[config.mk]
export PLATFORM = sky130hd
export DESIGN_NAME = rxr_engine
export DESIGN_NICKNAME = d
export VERILOG_FILES = /design/src/rtl/rxr_pkg.sv /design/src/rtl/rxr_desc_mem.sv /design/src/rtl/rxr_wb_fmt.sv /design/src/rtl/rxr_ring_ptr.sv /design/src/rtl/rxr_engine.sv
export SDC_FILE = /design/constraint.sdc
export NUM_CORES = 1
export LEC_CHECK = 0
export BUFFER_PORTS_ARGS = -buffer_cell sky130_fd_sc_hd__buf_2
export CELL_PAD_IN_SITES_DETAIL_PLACEMENT = 1
export CELL_PAD_IN_SITES_GLOBAL_PLACEMENT = 1
export CORE_UTILIZATION = 42
export DETAILED_ROUTE_END_ITERATION = 10
export PLACE_DENSITY_LB_ADDON = 0.1
export SLEW_MARGIN = 25
export SYNTH_ARGS = -nofsm -noshare
export SYNTH_HDL_FRONTEND = slang
export SYNTH_SLANG_ARGS = --single-unit
[constraint.sdc]
create_clock -name clk -period 3 [get_ports clk]
set_input_delay 0.6 -clock clk [delete_from_list [all_inputs] [get_ports clk]]
set_output_delay 0.6 -clock clk [all_outputs]
set_load 0.01 [all_outputs]
[src/rtl/rxr_pkg.sv]
package rxr_pkg;
   localparam int ST_W    = 16;
   localparam int LEN_W   = 16;
   localparam int PTR_W   = 32;
   localparam int FLAGS_W = 9;

   // big-endian bit n maps to word bit 15-n
   localparam int B_EMPTY = 15;
   localparam int B_WRAP  = 13;
   localparam int B_INTR  = 12;
   localparam int B_LAST  = 11;
   localparam int B_FIRST = 10;

   typedef struct packed {
      logic [ST_W-1:0]  st;
      logic [LEN_W-1:0] len;
      logic [PTR_W-1:0] ptr;
   } rxr_desc_t;
endpackage

[src/rtl/rxr_desc_mem.sv]
module rxr_desc_mem
   import rxr_pkg::*;
#(
   parameter int DEPTH = 8,
   localparam int IDX_W = $clog2(DEPTH)
) (
   input  logic              clk,
   input  logic              rst_n,
   input  logic              eng_we,
   input  logic [IDX_W-1:0]  eng_idx,
   input  logic [ST_W-1:0]   eng_st,
   input  logic [LEN_W-1:0]  eng_len,
   input  logic              host_we,
   input  logic [IDX_W-1:0]  host_idx,
   input  logic [ST_W-1:0]   host_st,
   input  logic [PTR_W-1:0]  host_ptr,
   input  logic [IDX_W-1:0]  rd_a_idx,
   output rxr_desc_t         rd_a,
   input  logic [IDX_W-1:0]  rd_b_idx,
   output rxr_desc_t         rd_b
);
   rxr_desc_t ents [DEPTH];

   for (genvar g = 0; g < DEPTH; g++) begin : g_ent
      always_ff @(posedge clk or negedge rst_n) begin
         if (!rst_n) begin
            ents[g] <= '0;
         end else if (eng_we && eng_idx == IDX_W'(g)) begin
            // engine write-back wins over the host on the same entry
            ents[g].st  <= eng_st;
            ents[g].len <= eng_len;
         end else if (host_we && host_idx == IDX_W'(g)) begin
            ents[g].st  <= host_st;
            ents[g].len <= '0;
            ents[g].ptr <= host_ptr;
         end
      end
   end

   assign rd_a = ents[rd_a_idx];
   assign rd_b = ents[rd_b_idx];
endmodule

[src/rtl/rxr_wb_fmt.sv]
module rxr_wb_fmt
   import rxr_pkg::*;
#(
   parameter int BUF_BYTES = 1536
) (
   input  logic [ST_W-1:0]    old_st,
   input  logic               in_frame,
   input  logic               last,
   input  logic [FLAGS_W-1:0] flags,
   input  logic [LEN_W-1:0]   used_len,
   output logic [ST_W-1:0]    new_st,
   output logic [LEN_W-1:0]   new_len
);
   always_comb begin
      new_st          = old_st;
      new_st[B_EMPTY] = 1'b0;
      new_st[B_LAST]  = last;
      new_st[B_FIRST] = !in_frame;
      if (last) begin
         new_st[FLAGS_W-1:0] = flags;
      end
      new_len = last ? used_len : LEN_W'(BUF_BYTES);
   end
endmodule

[src/rtl/rxr_ring_ptr.sv]
module rxr_ring_ptr #(
   parameter int DEPTH       = 8,
   parameter bit WRAP_AT_END = 1'b1,
   localparam int IDX_W = $clog2(DEPTH)
) (
   input  logic             clk,
   input  logic             rst_n,
   input  logic             step,
   input  logic             wrap_bit,
   input  logic             last,
   output logic [IDX_W-1:0] cur_idx,
   output logic             in_frame
);
   localparam logic [IDX_W-1:0] TOP_IDX = IDX_W'(DEPTH - 1);
   logic at_end;

   if (WRAP_AT_END) begin : g_end_wrap
      assign at_end = (cur_idx == TOP_IDX);
   end else begin : g_no_end_wrap
      assign at_end = 1'b0;
   end

   always_ff @(posedge clk or negedge rst_n) begin
      if (!rst_n) begin
         cur_idx  <= '0;
         in_frame <= 1'b0;
      end else if (step) begin
         cur_idx  <= (wrap_bit || at_end) ? '0 : cur_idx + 1'b1;
         in_frame <= !last;
      end
   end
endmodule

[src/rtl/rxr_engine.sv]
module rxr_engine
   import rxr_pkg::*;
#(
   parameter int DEPTH       = 8,
   parameter int BUF_BYTES   = 1536,
   parameter bit WRAP_AT_END = 1'b1,
   localparam int IDX_W = $clog2(DEPTH)
) (
   input  logic               clk,
   input  logic               rst_n,
   input  logic               host_wr,
   input  logic [IDX_W-1:0]   host_idx,
   input  logic [15:0]        host_status,
   input  logic [31:0]        host_ptr,
   input  logic [IDX_W-1:0]   host_rd_idx,
   output logic [15:0]        host_rd_status,
   output logic [15:0]        host_rd_len,
   output logic [31:0]        host_rd_ptr,
   output logic               buf_ready,
   output logic [31:0]        buf_ptr,
   output logic [IDX_W-1:0]   buf_idx,
   input  logic               fill_done,
   input  logic [15:0]        fill_len,
   input  logic               fill_last,
   input  logic [8:0]         fill_flags,
   output logic               busy,
   output logic               drop,
   output logic               irq
);
   initial begin
      assert (DEPTH >= 2 && DEPTH <= 256)
         else $error("rxr_engine: DEPTH out of range");
      assert (BUF_BYTES > 0 && BUF_BYTES < (1 << LEN_W))
         else $error("rxr_engine: BUF_BYTES out of range");
   end

   rxr_desc_t        cur_d, rd_d;
   logic [ST_W-1:0]  cur_st, wb_st;
   logic [LEN_W-1:0] wb_len;
   logic [IDX_W-1:0] cur_idx;
   logic             in_frame, accept;

   rxr_desc_mem #(.DEPTH(DEPTH)) u_mem (
      .clk      (clk),
      .rst_n    (rst_n),
      .eng_we   (accept),
      .eng_idx  (cur_idx),
      .eng_st   (wb_st),
      .eng_len  (wb_len),
      .host_we  (host_wr),
      .host_idx (host_idx),
      .host_st  (host_status),
      .host_ptr (host_ptr),
      .rd_a_idx (cur_idx),
      .rd_a     (cur_d),
      .rd_b_idx (host_rd_idx),
      .rd_b     (rd_d)
   );

   assign cur_st = cur_d.st;
   assign accept = fill_done && cur_st[B_EMPTY];

   rxr_wb_fmt #(.BUF_BYTES(BUF_BYTES)) u_fmt (
      .old_st   (cur_st),
      .in_frame (in_frame),
      .last     (fill_last),
      .flags    (fill_flags),
      .used_len (fill_len),
      .new_st   (wb_st),
      .new_len  (wb_len)
   );

   rxr_ring_ptr #(.DEPTH(DEPTH), .WRAP_AT_END(WRAP_AT_END)) u_ptr (
      .clk      (clk),
      .rst_n    (rst_n),
      .step     (accept),
      .wrap_bit (cur_st[B_WRAP]),
      .last     (fill_last),
      .cur_idx  (cur_idx),
      .in_frame (in_frame)
   );

   always_ff @(posedge clk or negedge rst_n) begin
      if (!rst_n) begin
         irq  <= 1'b0;
         drop <= 1'b0;
      end else begin
         irq  <= accept && fill_last && cur_st[B_INTR];
         drop <= fill_done && !cur_st[B_EMPTY];
      end
   end

   assign buf_ready      = cur_st[B_EMPTY];
   assign busy           = !cur_st[B_EMPTY];
   assign buf_ptr        = cur_d.ptr;
   assign buf_idx        = cur_idx;
   assign host_rd_status = rd_d.st;
   assign host_rd_len    = rd_d.len;
   assign host_rd_ptr    = rd_d.ptr;
endmodule

==> impl_metrics.tcl, run 1 <==
set metrics [dict create \
    cts_sinks 518 \
    area_growth_pct 16.8 \
    grt_setup_unrepaired "yes" \
    ff2ff_path_depth 7 \
    status "completed" \
    critPathArrivalTime_ns 2.32 \
    fin_nets 2266 \
    wl_mm 83.8 \
    max_slew.worst_pin.slew_ns 0.880 \
    rr_startpoint "u_ptr.cur_idx[0]" \
    firstDrtPassIters 4 \
    slew_headroom_pct 41.3 \
    hp-class "input pin to flop" \
    grt_antenna_before_repair 11 \
    crit_path_max_fanout 6 \
    fin_worst_skew_ns 0.0195 \
    grt_pass1_vias 20600 \
    wire_per_inst_um 27.2 \
    postLayoutSetupSlackWorst_ns 0.0798 \
    final_antenna_net_count 0 \
    hold_end "u_mem.ents[511]" \
    grt_max_degree 75 \
    gp_congestion 0.802 \
    final_max_slew_viol_count 0 \
    fmax_mhz 342 \
    htreeDepth 2 \
    die_h_um 259 \
    dieWidth_um 259 \
    clock_latency_ns 0.64 \
    dpl.hpwl_mm 50.8 \
    leakage_uw 0.0150 \
    hold_viol 0 \
    max_cap_viol_count 0 \
    routed_via_density 5.91 \
    power_density_mw_per_mm2 939 \
    fin_crit_ns 2.92 \
    clock-root-buffer "clkbuf_16" \
    synth_top_area_share_pct 46.7 \
    syn_area_per_cell_um2 13.9 \
    synth_seq_area_share_pct 46.7 \
    synth_nets 2086 \
    ys_top_cells_by_area "dfrtp_1 (47%), mux4_2 (16%), mux2i_1 (13%), mux2_2 (9.3%), mux2_1 (4.0%)" \
    ir_worst_vdd_mv 0.513 \
    drc_errors 0 \
    r2r_end "u_mem.ents[386]" \
    grt_usage_pct 25.7 \
    startpoint_type "flop" \
    drt_iter0_drc 832 \
    grt-ovfl-total 0 \
    port_buffers 186 \
    endpoint_kind "output port" \
    ys.warnings.count 0 \
    num_io_pins 187 \
    start_util_pct 42.8 \
    hp-start "host_status[15]" \
    min_period_over_period_pct 97.3 \
    syn_area_mm2 0.0278 \
    crit_required_ns 2.40 \
    drive_gt1_share_pct 38.3 \
    synth.distinct_cells 41 \
    rrSetupSlack_ns 0.29 \
    synth_seq_cells 518 \
    row_count 93 \
    fin_setup_tns_ns 0 \
    hold_depth 3 \
    design.core.area_mm2 0.0648 \
    die_area_mm2 0.0671 \
    crit_type "flop to output port" \
    cts_made_buffers 61 \
    cts.clk_slew.worst_paths_ns 0.06 \
    setup_viol 0 \
    syn_inst 1996 \
    num_vias 18200 \
    preCtsSetupSlack_ns 0.312 \
    grt_pass1_wl_mm 130 \
    cts_tree "built" \
    clockBufferDepth 3 \
    yosys.area.top_type "dfrtp_1" \
]
-- routing by layer --
| layer | vias to the layer above | GRT usage [%] | wire length [um] |
|---|---|---|---|
| met3 | 137 | 4.10 | 3310 |
| met5 | - | 0 | 92 |
| met4 | 14 | 6.53 | 1870 |
| li1 | 7825 | - | - |
| met1 | 9857 | 33.6 | 36000 |
| met2 | 356 | 44.4 | 42500 |
-- worst max-delay path, stage by stage (launching register included) --
cell and delay (ns):
dfrtp_4 0.53, buf_4 0.17, buf_4 0.13, mux2_4 0.32, nand2b_4 0.21, nand3_4 0.14, inv_1 0.05, buf_2 0.13
-- synth_stat cells --
cell type and instances:
a21bo_1 1, a21boi_0 1, a21boi_1 1, a21oi_1 5, a221o_1 3, a22oi_1 18, a22oi_4 1, a31oi_1 10
a41oi_2 2, and2_0 1, and2_1 18, and3_1 1, buf_1 27, buf_2 50, buf_4 29, buf_6 3
clkbuf_1 65, clkbuf_2 1, clkinv_1 1, dfrtp_1 518, ha_1 6, inv_1 6, inv_2 1, mux2_1 98
mux2_2 228, mux2_4 1, mux2i_1 360, mux2i_2 1, mux4_2 200, nand2_1 205, nand2b_1 1, nand3_1 57
nand3b_1 1, nand4_1 3, nor2_1 8, nor2_4 1, nor2b_1 7, nor3_1 2, nor4_4 3, o21ai_0 48
o41ai_4 3
-- power breakdown --
group	internal (uW)	leakage [uW]	total, uW	switching (uW)
clock	4410	0.000990	7420	3010
sequential	9520	0.00642	11400	1850
combinational	6010	0.00755	11700	5640
total	19900	0.0150	30400	10500
-- stage by stage --
step | utilization, % | cell area [um^2] | hold slack, ns | power (uW) | cells
floorplan | - | 27800 | 0.304 | 18800 | 1996
finish | 50.0 | 32400 | 0.279 | 30400 | 3080
global placement | 46.5 | 30200 | 0.476 | 22400 | 2952
detailed placement | 46.5 | 30200 | 0.490 | 22900 | 2952
CTS | 49.9 | 32300 | 0.245 | 30700 | 3074
global route | 50.0 | 32400 | 0.279 | 32300 | 3079
-- area by class of cell --
class / instances / area, um^2
Fill cell: 6367 / 32400
Multi-Input combinational cell: 1295 / 14000
Sequential cell: 518 / 13000
Timing Repair Buffer: 292 / 2310
Clock buffer: 95 / 1820
Tap cell: 855 / 1070
Clock inverter: 15 / 193
Inverter: 8 / 30.0
Antenna cell: 2 / 5.00
-- cell usage in the layout, fill, tap and decap left out, types with 10 or more instances in the layout --
cell type  count
mux2_1        98
nand2_1      196
o21ai_0       48
mux4_2       200
a22oi_1       18
buf_2        182
clkbuf_8      17
dfrtp_1      515
and2_1        17
nand3_1       52
buf_12        37
clkbuf_1      17
clkbuf_16     62
mux2i_1      358
buf_4         62
mux2_2       228
a31oi_1       10
-- timing repair --
| item | CTS | global route |
|---|---|---|
| buffers inserted | 10 | 3 |
| pin swaps | 1 | 1 |
| gates resized for setup | 13 | 6 |
| hold buffers | 1 | 0 |
| hold endpoints to repair | 4 | 0 |
| cloned | 1 | 1 |
| setup endpoints to repair | 34 | 24 |
-- worst max path at each step --
stage	startpoint	to	cells after the start
5_1_grt	u_ptr.cur_idx[0]	buf_ready	7
3_3_place_gp	host_rd_idx[0]	host_rd_ptr[24]	5
2_1_floorplan	u_ptr.cur_idx[1]	u_mem.ents[129]	11
3_5_place_dp	host_rd_idx[0]	host_rd_ptr[24]	5
4_1_cts	u_ptr.cur_idx[0]	buf_ready	6
6_report	u_ptr.cur_idx[0]	buf_ready	7
-- sequential cells by signal, indices dropped and copies added (netlist names) --
signal          flops
u_mem.ents        512
u_ptr.in_frame      1
irq                 1
u_ptr.cur_idx       3
drop                1
-- logic make-up after synthesis --
logic type,share of synthesized area [%]
AND/OR/NAND/NOR,4.94
flip-flops,46.7
multiplexers,42.5
buffers and inverters,3.18
AO/OA/AOI/OAI,2.36
adder cells (fa/ha/maj),0.270
No activity file was read; power rests on OpenSTA's default activity.
==> run 2, diff against run 1 <==
--- a/config.mk
+++ b/config.mk
@@ -8,9 +8,11 @@
 export BUFFER_PORTS_ARGS = -buffer_cell sky130_fd_sc_hd__buf_2
 export CELL_PAD_IN_SITES_DETAIL_PLACEMENT = 1
 export CELL_PAD_IN_SITES_GLOBAL_PLACEMENT = 1
+export CORE_MARGIN = 2
 export CORE_UTILIZATION = 42
+export CTS_CLUSTER_SIZE = 14
 export DETAILED_ROUTE_END_ITERATION = 10
-export PLACE_DENSITY_LB_ADDON = 0.1
+export PLACE_DENSITY_LB_ADDON = 0.2
 export SLEW_MARGIN = 25
 export SYNTH_ARGS = -nofsm -noshare
 export SYNTH_HDL_FRONTEND = slang
==> run 2 against run 1 <==
Non-clock buffer count is 10 lower. Clock skew up 0.019 ns. Sequential cell count unchanged. Die area increased by 1.6%. Clock power grew 2%. First-iteration DRC count is 15% higher. Critical endpoint is now buf_ptr[25]. Largest power group unchanged.
==> impl_metrics.tcl, run 2 (same netlist as run 1, synthesis figures left out) <==
set metrics [dict create \
    crit_type "flop to output port" \
    cts_sinks 518 \
    setup_viol 0 \
    final_max_slew_viol_count 0 \
    drc_errors 0 \
    dpl.hpwl_mm 49.6 \
    num_vias 18100 \
    grt_pass1_wl_mm 128 \
    layout_common_cells "dfrtp_1 (515), mux2i_1 (358), mux2_2 (228)" \
    drive_gt1_share_pct 38.0 \
    firstDrtPassIters 4 \
    port_buffers 186 \
    grt_usage_pct 24.9 \
    finalPower_uw 30500 \
    r2r_end "u_mem.ents[455]" \
    leakage_uw 0.0149 \
    crit_slowest_cell "dfrtp_4" \
    met2_usage_pct 42.5 \
    crit_end "buf_ptr[25]" \
    area_growth_pct 16.2 \
    crit_family "flip-flops" \
    fmax_mhz 344 \
    crit_top_cell "nand2_1" \
    min_period_over_period_pct 96.8 \
    wire_per_inst_um 27.3 \
    dpl_cell_area_mm2 0.0300 \
    clock-root-buffer "clkbuf_16" \
    startpoint_type "flop" \
    crit_path_max_fanout 58 \
    gp_congestion 0.779 \
    die_area_mm2 0.0681 \
    hp-class "input pin to flop" \
    largest_reg_flops 512 \
    num_io_pins 187 \
    die_h_um 261 \
    slew_headroom_pct 44.8 \
    crit_chain "buf_16, mux4_2, nand2_1, nand2_1, buf_2" \
    htreeDepth 2 \
    whs_ns 0.280 \
    dieWidth_um 261 \
    final_util_pct 49.1 \
    design.core.area_mm2 0.0656 \
    max_slew.worst_pin.slew_ns 0.828 \
    routed_via_density 5.88 \
    drt_iter0_drc 958 \
    crit_buf_inv 2 \
    grt_max_degree 69 \
    final_antenna_net_count 0 \
    grt-busiest-layer "met2" \
    clockBufferDepth 3 \
    grt_pass1_vias 20200 \
    fin_nets 2253 \
    power_density_mw_per_mm2 947 \
    use_met1_pct 32.7 \
    fin_crit_ns 2.90 \
    clock_latency_ns 0.64 \
    wl_mm 84.0 \
    ir_worst_vdd_mv 0.558 \
    crit_required_ns 2.40 \
    cts.clk_slew.worst_paths_ns 0.07 \
    use_met3_pct 4.26 \
    fin_worst_skew_ns 0.0390 \
    row_count 94 \
    critPathArrivalTime_ns 2.30 \
    endpoint_kind "output port" \
    cp-startpoint "u_ptr.cur_idx[1]" \
    regMostFlops "u_mem.ents" \
    grt_setup_unrepaired "no" \
    largest_registers "u_mem.ents: 512 flops, u_ptr.cur_idx: 3 flops" \
    hold_viol 0 \
    rrSetupSlack_ns 0.24 \
    cts_tree "built" \
    cts_made_buffers 58 \
    grt-ovfl-total 0 \
    fin_setup_tns_ns 0 \
    start_util_pct 42.3 \
    cp_num_cells 5 \
    status "completed" \
    rr_startpoint "u_ptr.cur_idx[0]" \
    design_area_mm2 0.0323 \
    max_cap_viol_count 0 \
    ff2ff_path_depth 7 \
    grt_antenna_before_repair 11 \
    slowest_delay_ns 0.57 \
    layout_commonest_cell "dfrtp_1" \
]
## run 2: cell count changes in the layout (fill, tap and decap cells not counted), moves of 2 or more
cell,before,now
buf_12,37,29
clkbuf_16,62,60
buf_6,4,1
clkbuf_8,17,19
nand2_2,9,5
nand2_1,196,200
clkinvlp_4,1,3
diode_2,2,5
bufinv_16,3,6
clkbuf_1,17,9
## run 2: final cells by class
class                      count  area (um^2)
fill                        6468        33400
multi-input combinational   1295        14000
sequential                   518        13000
timing repair buffer         282         2140
clock buffer                  86         1750
tap                          864         1080
clock inverter                18          274
inverter                       8         30.0
antenna                        5         12.5
## run 2: worst min-delay path by stage
| stage | cells past startpoint | endpoint | slack, ns | from |
|---|---|---|---|---|
| 6_report | 2 | u_mem.ents[410] | 0.28 | host_ptr[26] |
| 5_1_grt | 2 | u_mem.ents[410] | 0.27 | host_ptr[26] |
| 4_1_cts | 2 | u_mem.ents[410] | 0.24 | host_ptr[26] |
| 3_5_place_dp | 2 | u_mem.ents[233] | 0.49 | u_mem.ents[233] |
| 3_3_place_gp | 2 | u_mem.ents[100] | 0.48 | u_mem.ents[100] |
| 2_1_floorplan | 0 | drop | 0.30 | rst_n |
## run 2: stage by stage
step                setup slack (ns)  cells
floorplan                      0.217   1996
global placement               0.327   2955
detailed placement             0.307   2955
CTS                          -0.0121   3063
global route                  0.0157   3074
finish                        0.0953   3076
## run 2: report_power, final
group | total, uW | switching (uW) | internal, uW
combinational | 11600 | 5680 | 5940
sequential | 11400 | 1850 | 9520
clock | 7550 | 3020 | 4530
total | 30500 | 10600 | 20000
## run 2: layer usage
layer / vias to the layer above / share of wire, %
met4: 16 / 2.4
met2: 366 / 50
met1: 9800 / 43
met3: 126 / 4.3
met5: - / 0.12
li1: 7782 / -
## run 2: worst register-to-register path, stage by stage (launching register included)
cell	delay [ns]
dfrtp_4	0.51
buf_2	0.19
buf_4	0.16
mux2i_2	0.18
a21bo_1	0.39
o41ai_4	0.48
buf_12	0.34
mux2_1	0.38
## run 2: repair_timing
action	4_1_cts	5_1_grt
buffers inserted	3	6
resized for setup	5	4
pin swaps	0	1
endpoints found under the setup margin	31	22
hold buffers	1	0
gates cloned	0	2
endpoints found under the hold margin	45	0
==> run 3, diff against run 2 <==
--- a/config.mk
+++ b/config.mk
@@ -6,7 +6,7 @@
 export NUM_CORES = 1
 export LEC_CHECK = 0
 export BUFFER_PORTS_ARGS = -buffer_cell sky130_fd_sc_hd__buf_2
-export CELL_PAD_IN_SITES_DETAIL_PLACEMENT = 1
+export CELL_PAD_IN_SITES_DETAIL_PLACEMENT = 0
 export CELL_PAD_IN_SITES_GLOBAL_PLACEMENT = 1
 export CORE_MARGIN = 2
 export CORE_UTILIZATION = 42
==> run 3 against run 2 <==
Fmax decreased by 0.74%. Cell count fell by 0.26%. Sequential power barely moved. Non-clock buffer count is 2 lower. Critical path depth grew 1. Worst hold slack got worse by 0.0097 ns. Sequential cell count unchanged. Power fell by 1.5%. Largest cell class unchanged.
==> impl_metrics.tcl, run 3 (same netlist as run 1, synthesis figures left out) <==
set metrics [dict create \
    status "completed" \
    drive_gt1_share_pct 37.8 \
    max_slew.worst_pin.slew_ns 0.817 \
    fin_setup_tns_ns 0 \
    layout_commonest_cell "dfrtp_1" \
    multiInputGateArea_mm2 0.0140 \
    firstDrtPassIters 4 \
    grt_usage_pct 23.5 \
    power_density_mw_per_mm2 935 \
    hp-class "input pin to flop" \
    crit_family "buffers and inverters" \
    wire_per_inst_um 25.9 \
    max_cap_viol_count 0 \
    largest_reg_flops 512 \
    cts_sinks 518 \
    start_util_pct 42.3 \
    endpoint_kind "output port" \
    dp_cells 2955 \
    critPathArrivalTime_ns 2.33 \
    regMostFlops "u_mem.ents" \
    clock_latency_ns 0.64 \
    fmax_mhz 342 \
    hold_viol 0 \
    clock-root-buffer "clkbuf_16" \
    drc_errors 0 \
    crit_type "flop to output port" \
    num_vias 17900 \
    cts_made_buffers 59 \
    port_buffers 186 \
    crit_slowest_cell "mux4_2" \
    grt_antenna_before_repair 11 \
    fin_crit_ns 2.93 \
    crit_chain "buf_4, buf_12, mux4_2, nand2_1, nand2_1, buf_2" \
    seq_area_mm2 0.0130 \
    wl_mm 79.5 \
    whs_ns 0.271 \
    design.core.area_mm2 0.0656 \
    final_max_slew_viol_count 0 \
    dpl.hpwl_mm 46.6 \
    finalPower_uw 30100 \
    largest_registers "u_mem.ents: 512 flops, u_ptr.cur_idx: 3 flops" \
    layout_common_cells "dfrtp_1 (515), mux2i_1 (358), mux2_2 (228)" \
    routed_via_density 5.85 \
    crit_top_cell "nand2_1" \
    instances_no_fill 3068 \
    gp_congestion 0.779 \
    dieWidth_um 261 \
    fin_worst_skew_ns 0.0302 \
    slowest_delay_ns 0.51 \
    clockBufferDepth 3 \
    final_util_pct 49.0 \
    final_antenna_net_count 0 \
    num_io_pins 187 \
    grt_pass1_wl_mm 121 \
    ir_worst_vdd_mv 0.604 \
    htreeDepth 2 \
    grt_max_degree 69 \
    min_period_over_period_pct 97.5 \
    drt_iter0_drc 1172 \
    crit_path_max_fanout 17 \
    fin_nets 2252 \
    die_h_um 261 \
    row_count 94 \
    fillers 5765 \
    crit_required_ns 2.40 \
    die_area_mm2 0.0681 \
    slew_headroom_pct 45.5 \
    crit_buf_inv 3 \
    leakage_uw 0.0149 \
    area_growth_pct 15.9 \
    setup_viol 0 \
    cts_tree "built" \
    startpoint_type "flop" \
    grt_pass1_vias 19300 \
    cts.clk_slew.worst_paths_ns 0.06 \
    grt-ovfl-total 0 \
]
[run 3: changes by cell type in the layout (fill, tap and decap cells not counted), moves of 3 or more]
cell        before  now
clkbuf_8        19   14
clkinvlp_4       3    0
diode_2          5    2
clkbuf_1         9   12
[run 3: worst paths after layout]
kind                            cells past startpoint  slack (ns)             start               to
min in group asynchronous                           2        0.49             rst_n  u_mem.ents[212]
worst min-delay path                                2        0.27      host_ptr[13]  u_mem.ents[461]
worst max register to register                      7        0.26  u_ptr.cur_idx[0]  u_mem.ents[453]
max in group asynchronous                           4        1.55             rst_n  u_mem.ents[193]
worst max-delay path                                6        0.07  u_ptr.cur_idx[0]      buf_ptr[29]
worst min register to register                      2        0.50   u_mem.ents[237]  u_mem.ents[237]
[run 3: per-layer routing]
metal	routed length, um	track usage (%)	up-vias	share of wire (%)
li1	-	-	7804	-
met1	34300	31.4	9608	43
met2	39500	40.0	398	50
met3	3800	4.11	123	4.8
met4	1780	5.98	16	2.2
met5	99	0	-	0.12
[run 3: timing repair]
item,CTS,global route
hold buffers,1,0
setup buffers,3,5
pin swaps,0,1
gates cloned,0,1
gates resized for setup,5,5
setup endpoints to repair,30,21
endpoints found under the hold margin,45,0
[run 3: metrics by stage]
step / worst slack, ns / instance area, um^2
final: 0.0737 / 32200
after floorplan: 0.217 / 27800
after global routing: -0.00706 / 32200
after CTS: -0.0134 / 32100
after detailed placement: 0.321 / 30000
after global placement: 0.327 / 30000
[run 3: worst register-to-register path: stages (launching register included)]
cell and delay, ns:
dfrtp_4 0.50, buf_4 0.20, buf_4 0.15, mux2i_1 0.18
a21bo_1 0.40, o41ai_4 0.46, buf_12 0.33, mux2_1 0.38
[run 3: area by class of cell]
cell class	instances	area share [%]
antenna	2	0.0156
clock buffer	86	5.41
clock inverter	15	0.747
inverter	8	0.0933
multi-input combinational	1295	43.5
sequential	518	40.3
tap	864	3.36
timing repair buffer	280	6.55
[run 3: report_power, final]
part / internal [uW] / switching, uW / total [uW] / leakage (uW)
logic: 5910 / 5500 / 11400 / 0.00746
clock network: 4420 / 2970 / 7390 / 0.000977
registers: 9520 / 1760 / 11300 / 0.00642
total: 19800 / 10200 / 30100 / 0.0149
